--- src/rtl/sr_gate_ctrl.sv ---
module sr_gate_ctrl #(
  parameter int CNT_W        = 12,
  parameter int TOFF_DEFAULT = 33
) (
  input  logic             clk,
  input  logic             rst_n,
  input  logic             run_en,
  input  logic             vds_on,
  input  logic             vds_off,
  input  logic             vds_arm,
  input  logic             sync_n,
  input  logic [CNT_W-1:0] ton_cycles,
  input  logic [CNT_W-1:0] toff_cycles,
  input  logic             toff_valid,
  output logic             gate,
  output logic             cond_start,
  output logic             cond_end
);

  localparam logic [CNT_W-1:0] ONE      = CNT_W'(1);
  localparam logic [CNT_W-1:0] TOFF_DEF = CNT_W'(TOFF_DEFAULT);

  logic             gate_q, armed, wait_arm, off_run, start_q, end_q;
  logic [CNT_W-1:0] on_cnt, off_cnt;

  wire [CNT_W-1:0] ton_eff  = (ton_cycles == '0) ? ONE : ton_cycles;
  wire [CNT_W-1:0] toff_eff = !toff_valid ? TOFF_DEF
                            : ((toff_cycles == '0) ? ONE : toff_cycles);

  wire on_done  = on_cnt <= ONE;
  wire turn_on  = !gate_q && armed && vds_on && sync_n;
  wire turn_off = gate_q && (!sync_n || (vds_off && on_done));
  wire arm_hit  = wait_arm && vds_arm && !gate_q;

  always_ff @(posedge clk or negedge rst_n) begin
    if (!rst_n) begin
      gate_q   <= 1'b0;
      armed    <= 1'b0;
      wait_arm <= 1'b1;
      off_run  <= 1'b0;
      start_q  <= 1'b0;
      end_q    <= 1'b0;
      on_cnt   <= '0;
      off_cnt  <= '0;
    end else if (!run_en) begin
      gate_q   <= 1'b0;
      armed    <= 1'b0;
      wait_arm <= 1'b1;
      off_run  <= 1'b0;
      start_q  <= 1'b0;
      end_q    <= 1'b0;
      on_cnt   <= '0;
      off_cnt  <= '0;
    end else begin
      start_q <= turn_on;
      end_q   <= turn_off;

      if (turn_on) begin
        gate_q <= 1'b1;
        armed  <= 1'b0;
        on_cnt <= ton_eff;
      end else if (turn_off) begin
        gate_q   <= 1'b0;
        wait_arm <= 1'b1;
      end else if (gate_q && !on_done) begin
        on_cnt <= on_cnt - ONE;
      end

      if (arm_hit) begin
        off_run  <= 1'b1;
        off_cnt  <= toff_eff;
        wait_arm <= 1'b0;
      end else if (off_run) begin
        if (off_cnt <= ONE) begin
          off_run <= 1'b0;
          armed   <= 1'b1;
        end else begin
          off_cnt <= off_cnt - ONE;
        end
      end
    end
  end

  assign gate       = gate_q & run_en;
  assign cond_start = start_q;
  assign cond_end   = end_q;

endmodule

--- config.mk ---
export PLATFORM = sky130hd
export DESIGN_NAME = sr_gate_ctrl
export DESIGN_NICKNAME = d
export VERILOG_FILES = /design/src/rtl/sr_gate_ctrl.sv
export SDC_FILE = /design/constraint.sdc
export NUM_CORES = 1
export LEC_CHECK = 0
export ABC_AREA = 0
export BUFFER_PORTS_ARGS = -buffer_cell sky130_fd_sc_hd__buf_2
export CORE_ASPECT_RATIO = 1.4
export CORE_MARGIN = 10
export CORE_UTILIZATION = 42
export DETAILED_ROUTE_END_ITERATION = 8
export PLACE_DENSITY = 0.64
export SLEW_MARGIN = 10
export SYNTH_ARGS = -nofsm -noshare
export SYNTH_HDL_FRONTEND = slang
export SYNTH_SLANG_ARGS = --single-unit
--- constraint.sdc ---
create_clock -name clk -period 2.1 [get_ports clk]
set_input_delay 0.21 -clock clk [delete_from_list [all_inputs] [get_ports clk]]
set_output_delay 0.21 -clock clk [all_outputs]
set_load 0.02 [all_outputs]
==> results of run 1 <==
## sequential cells by signal, indices dropped and copies added (netlist names)
register / cells
cond_end: 1
off_cnt: 12
gate_q: 1
off_run: 1
wait_arm: 1
armed: 1
cond_start: 1
on_cnt: 12
## routing by layer
layer  vias to the layer above  wire (um)  global-route usage [%]
met2                        52       3280                   29.33
met4                         0        158                   6.639
met1                       984       2307                   14.70
met5                         -          0                       0
met3                        14        252                   4.276
li1                       1001          -                       -
## power breakdown
group          total [uW]  internal (uW)  switching, uW
logic                 747            338            409
registers             703            638           65.7
clock network         452            229            223
total                1900           1210            698
## metrics by stage
step                area [um2]  std cells  power, uW
floorplan                 2051        230       1190
global placement          2397        336       1441
detailed placement        2397        336       1443
CTS                       2490        345       1902
global route              2497        345       2018
finish                    2497        345       1903
## cell type report
| type | instances | share of cell area (%) |
|---|---|---|
| Tap cell | 64 | 3.206 |
| Inverter | 10 | 1.503 |
| Timing Repair Buffer | 55 | 13.23 |
| Sequential cell | 30 | 30.11 |
| Clock inverter | 2 | 0.4008 |
| Clock buffer | 6 | 2.906 |
| Multi-Input combinational cell | 178 | 48.65 |
## Yosys cell counts, types with 2 or more instances
library cell   n  share of area (%)
and3_1         3               0.92
a21oi_1        6                1.5
mux2i_1        4                2.0
o211ai_1       2               0.73
a21boi_0       2               0.73
nand3b_1       2               0.73
nor3_1        13                3.2
a22o_1         3                1.3
o41ai_4        2                2.7
a221o_1        2               0.98
a22oi_1        2               0.73
and2_1         6                1.8
a41oi_1        2               0.85
o2bb2ai_1      2               0.85
nand4_1        4                1.2
o22ai_1        2               0.61
or4_4          2                1.1
a32o_1         5                2.4
nand3_1        7                1.7
or3_1         11                3.4
dfrtp_1       29                 35
or2_2          3               0.92
o311ai_0       3                1.3
nor4_1         9                2.7
a31oi_1        5                1.5
o311a_1        2               0.98
clkbuf_1       9                1.6
nand2_1       18                3.3
nor2_1        10                1.8
o21ai_0       16                3.9
inv_1         10                1.8
nor2b_1        2               0.61
or4_1          4                1.5
ha_1           4                2.4
o31ai_1        2               0.73
## cells by family after synthesis
logic type,count (synthesis),synth area share [%]
DFF,30,36.67
adders and majority gates,4,2.441
xor gates and xnor gates,1,0.4272
and+or+nand+nor,100,27.58
AOI/OAI and AO/OA,69,26.48
buffers and inverters,22,4.454
muxes,4,1.952
## how the worst max path moves through the flow
stage / from / endpoint / slack, ns / cells after the start
final: off_cnt[9]$_DFFE_PN0P_ / off_cnt[9]$_DFFE_PN0P_ / 0.09 / 5
after global routing: off_cnt[9]$_DFFE_PN0P_ / off_cnt[9]$_DFFE_PN0P_ / 0.0001 / 5
after CTS: off_cnt[0]$_DFFE_PN0P_ / off_cnt[8]$_DFFE_PN0P_ / 0.07 / 7
after detailed placement: off_cnt[0]$_DFFE_PN0P_ / off_cnt[8]$_DFFE_PN0P_ / 0.06 / 7
after global placement: off_cnt[0]$_DFFE_PN0P_ / off_cnt[8]$_DFFE_PN0P_ / 0.11 / 7
after floorplan: off_cnt[9]$_DFFE_PN0P_ / off_cnt[7]$_DFFE_PN0P_ / 0.15 / 5
## what timing repair did
| item | CTS | global route |
|---|---|---|
| gates resized for setup | 0 | 2 |
| hold endpoints to repair | 17 | 0 |
| hold buffers | 1 | 0 |
| endpoints found under the setup margin | 0 | 3 |
==> results.yml, run 1 <==
status:
  outcome: "finished clean"
global_routing:
  grt_max_degree: 31
  antenna_found_initial: 0
  grt_usage_pct: 15.29
  grt-ovfl-total: 0
  grt_pass1_wl_um: 9839
  grt_pass1_vias: 2070
yosys:
  synthFlopType: "dfrtp_1"
  ys_types: 57
  syn_area_mm2: 0.002051
  avgSynthCellArea_um2: 8.916
  synth-edff-count: 0
  synth_nets: 266
  yosys_warnings: 0
  ys_seq_area_share_pct: 36.67
  async_reset_ff_share_pct: 100.0
  syn_inst: 230
  ys_seq_elements: 30
timing:
  fin_crit_ns: 2.010
  relSlewSlack_pct: 51.54
  tightest_slew_ns: 0.7270
  final_hold_viol_count: 0
  fin_hold_ws_ns: 0.1716
  skew_ns: 0.005331
  fin_crit_sh_pct: 95.71
  setup_tns_ns: 0
  setup_viol: 0
  final_max_slew_viol_count: 0
  layout_setup_ws_ns: 0.09019
  rsz0062_at_grt: "no"
  clock.fmax_mhz: 497.6
floorplanning:
  chipHeight_um: 102.7
  dieArea_mm2: 0.008117
  initial_core_util_pct: 42.68
  die_w_um: 79.06
  row_count: 30
  ios: 35
  coreArea_mm2: 0.004805
worst_setup_path:
  cp_cell_sequence: "or4_4, o41ai_4, buf_4, nor3_1, a221o_1"
  timing.critical_path.slowest_stage_cell: "or4_4"
  r2r_setup_slack_ns: 0.09
  reg2reg_from: "off_cnt[9]$_DFFE_PN0P_"
  crit_path_end_kind: "flop"
  max_stage_delay_ns: 0.57
  path_buf_inv: 1
  cp-start-kind: "flop"
  reg2reg_depth: 5
  cp.arrival_ns: 2.18
  worstPathRequired_ns: 2.27
  r2r-end: "off_cnt[9]$_DFFE_PN0P_"
  critPathKind: "flop to flop"
  cp_top_family: "compound AO/OA/AOI/OAI gates"
  path_max_fanout: 4
routing:
  drt_iter0_markers: 138
  antenna_left: 0
  wire_per_inst_um: 17.39
  dr.pass1.iters: 4
  via_per_inst: 5.945
  via_count: 2051
  route.detailed.drc: 0
  wirelength_um: 5999
place:
  portBuffers: 34
  gp_congestion: 0.8695
  preCtsSetupSlack_ns: 0.06465
  hpwl_um: 4727
clocking:
  clkTransAtPathRegs_ns: 0.07
  root_buffer: "clkbuf_8"
  numCtsBuffers: 5
  postCtsSetupBuffers: 0
  cts_max_path_buffers: 2
  htree_num_levels: 2
  cts_sinks: 30
  cts_tree: "built"
  clkLatencyLatePin_ns: 0.28
final_layout:
  final_common_cell: "buf_2"
  syn2layout_area_growth_pct: 21.78
  fill_cells: 489
  multi_input_area_mm2: 0.001215
  register_area_um2: 752.0
  diodes: 0
  drive_gt1_share_pct: 25.62
  nets: 316
  final_cell_mix: "buf_2, dfrtp_1, buf_4, nand2_1, o21ai_0"
  fin_util_pct: 51.98
job:
  cap_violations: 0
pwr:
  pwr_density_cell_mw_per_mm2: 761.9
  p_leak_uw: 0.001167
  ir_worst_vdd_mv: 0.4469
worst_hold_path:
  hp-start: "toff_cycles[10]"
  hold_depth: 2
  min_path_type: "input port to flop"
  hold_path_end: "off_cnt[10]$_DFFE_PN0P_"
Note: power is estimated with default switching activity, not from simulation.
==> inputs of run 2 (changes only) <==
--- a/config.mk
+++ b/config.mk
@@ -11,7 +11,8 @@
 export CORE_MARGIN = 10
 export CORE_UTILIZATION = 42
 export DETAILED_ROUTE_END_ITERATION = 8
-export PLACE_DENSITY = 0.64
+export PLACE_DENSITY = 0.62
+export REMOVE_ABC_BUFFERS = 1
 export SLEW_MARGIN = 10
 export SYNTH_ARGS = -nofsm -noshare
 export SYNTH_HDL_FRONTEND = slang
==> constraint.sdc (replaced) <==
create_clock -name clk -period 2.6 [get_ports clk]
set_input_delay 0.26 -clock clk [delete_from_list [all_inputs] [get_ports clk]]
set_output_delay 0.26 -clock clk [all_outputs]
set_load 0.02 [all_outputs]
==> results.yml, run 2 (synthesized netlist as in run 1, its figures left out) <==
global_routing:
  antenna_found_initial: 0
  grt_pass1_wl_um: 9232
  grt_pass1_vias: 1966
  grt_max_degree: 31
  grt_usage_pct: 14.36
  grt-ovfl-total: 0
timing:
  layout_setup_ws_ns: 0.4281
  rsz0062_at_grt: "no"
  relSlewSlack_pct: 53.18
  tightest_slew_ns: 0.7022
  fin_hold_ws_ns: 0.02983
  skew_ns: 0.006824
  fin_crit_sh_pct: 83.54
  setup_viol: 0
  setup_tns_ns: 0
  final_hold_viol_count: 0
  final_max_slew_viol_count: 0
  fin_crit_ns: 2.172
  clock.fmax_mhz: 460.4
floorplanning:
  coreArea_mm2: 0.004805
  row_count: 30
  chipHeight_um: 102.7
  dieArea_mm2: 0.008117
  ios: 35
  die_w_um: 79.06
  initial_core_util_pct: 42.68
worst_setup_path:
  critPathKind: "flop to flop"
  path_max_fanout: 7
  worstPathRequired_ns: 2.76
  cp.arrival_ns: 2.33
  crit_path_end_kind: "flop"
  cp-start-kind: "flop"
place:
  hpwl_um: 4554
  gp_congestion: 0.9200
  preCtsSetupSlack_ns: 0.4611
  dpl_cell_area_mm2: 0.002292
  portBuffers: 34
status:
  outcome: "finished clean"
final_layout:
  diodes: 0
  top_regs: "off_cnt x12, on_cnt x12"
  final_common_cell: "buf_2"
  nets: 301
  drive_gt1_share_pct: 20.30
  final_area_mm2: 0.002372
  final_cell_mix: "buf_2, dfrtp_1, nand2_1, o21ai_0, nor3_1"
  syn2layout_area_growth_pct: 15.68
clocking:
  holdBufCountCts: 0
  clkLatencyLatePin_ns: 0.28
  numCtsBuffers: 5
  root_buffer: "clkbuf_8"
  cts_resized: 0
  postCtsSetupBuffers: 0
  cts_max_path_buffers: 2
  cts_sinks: 30
  clkTransAtPathRegs_ns: 0.06
  cts_tree: "built"
  htree_num_levels: 2
job:
  cap_violations: 0
routing:
  antenna_left: 0
  dr.pass1.iters: 4
  via_count: 2053
  via_per_inst: 6.221
  wire_per_inst_um: 17.79
  wirelength_um: 5872
  route.detailed.drc: 0
  drt_iter0_markers: 156
worst_hold_path:
  min_path_type: "input port to asynchronous set/reset pin"
pwr:
  ir_worst_vdd_mv: 0.2860
  pwr_density_cell_mw_per_mm2: 619.5
  p_leak_uw: 0.001088
-- run 2: changes by cell type in the layout (fill, tap and decap cells not counted), sizes merged --
| cell | change |
|---|---|
| clkinv | -2 |
| buf | -14 |
| clkbuf | +2 |
| dlygate4sd3 | -1 |
-- run 2: worst paths after layout --
check | slack, ns | start | end | cells past startpoint
setup / recovery | 0.43 | off_cnt[8]$_DFFE_PN0P_ | off_cnt[7]$_DFFE_PN0P_ | 5
hold / removal | 0.03 | rst_n | off_cnt[1]$_DFFE_PN0P_ | 1
setup reg to reg | 0.43 | off_cnt[8]$_DFFE_PN0P_ | off_cnt[7]$_DFFE_PN0P_ | 5
hold reg to reg | 0.56 | wait_arm$_DFFE_PN1P_ | wait_arm$_DFFE_PN1P_ | 2
max in group asynchronous | 2.11 | rst_n | off_cnt[7]$_DFFE_PN0P_ | 1
min in group clk | 0.22 | toff_cycles[10] | off_cnt[10]$_DFFE_PN0P_ | 2
-- run 2: critical path, cell delays in order (launching register included) --
cell and delay (ns):
dfrtp_1 0.40, or4_4 0.58, o41ai_4 0.49, buf_4 0.24, nor3_1 0.06, a221o_1 0.30
-- run 2: through the flow --
step	power, uW	std cells	util, %
after floorplan	938.1	218	-
after global placement	1110	322	47.71
after detailed placement	1110	322	47.71
after CTS	1475	330	49.38
after global routing	1560	330	49.38
final	1470	330	49.38
-- run 2: routing by layer --
layer	GRT usage (%)	routed length, um	up-vias
li1	-	-	977
met1	14.43	2292	989
met2	25.74	3058	75
met3	4.101	367	12
met4	8.437	154	0
met5	0	0	-
-- run 2: area by class of cell --
cell class                      count  area (um2)
Fill cell                         509        2432
Multi-Input combinational cell    178        1207
Sequential cell                    30       752.0
Timing Repair Buffer               40       215.2
Clock buffer                        8       80.08
Tap cell                           64       80.08
Inverter                           10       37.54
-- run 2: power by group --
group          switching (uW)  internal, uW  leakage, uW
clock                     174           190    0.0000395
combinational             314           220     0.000642
sequential               57.2           515     0.000406
total                     545           925      0.00109
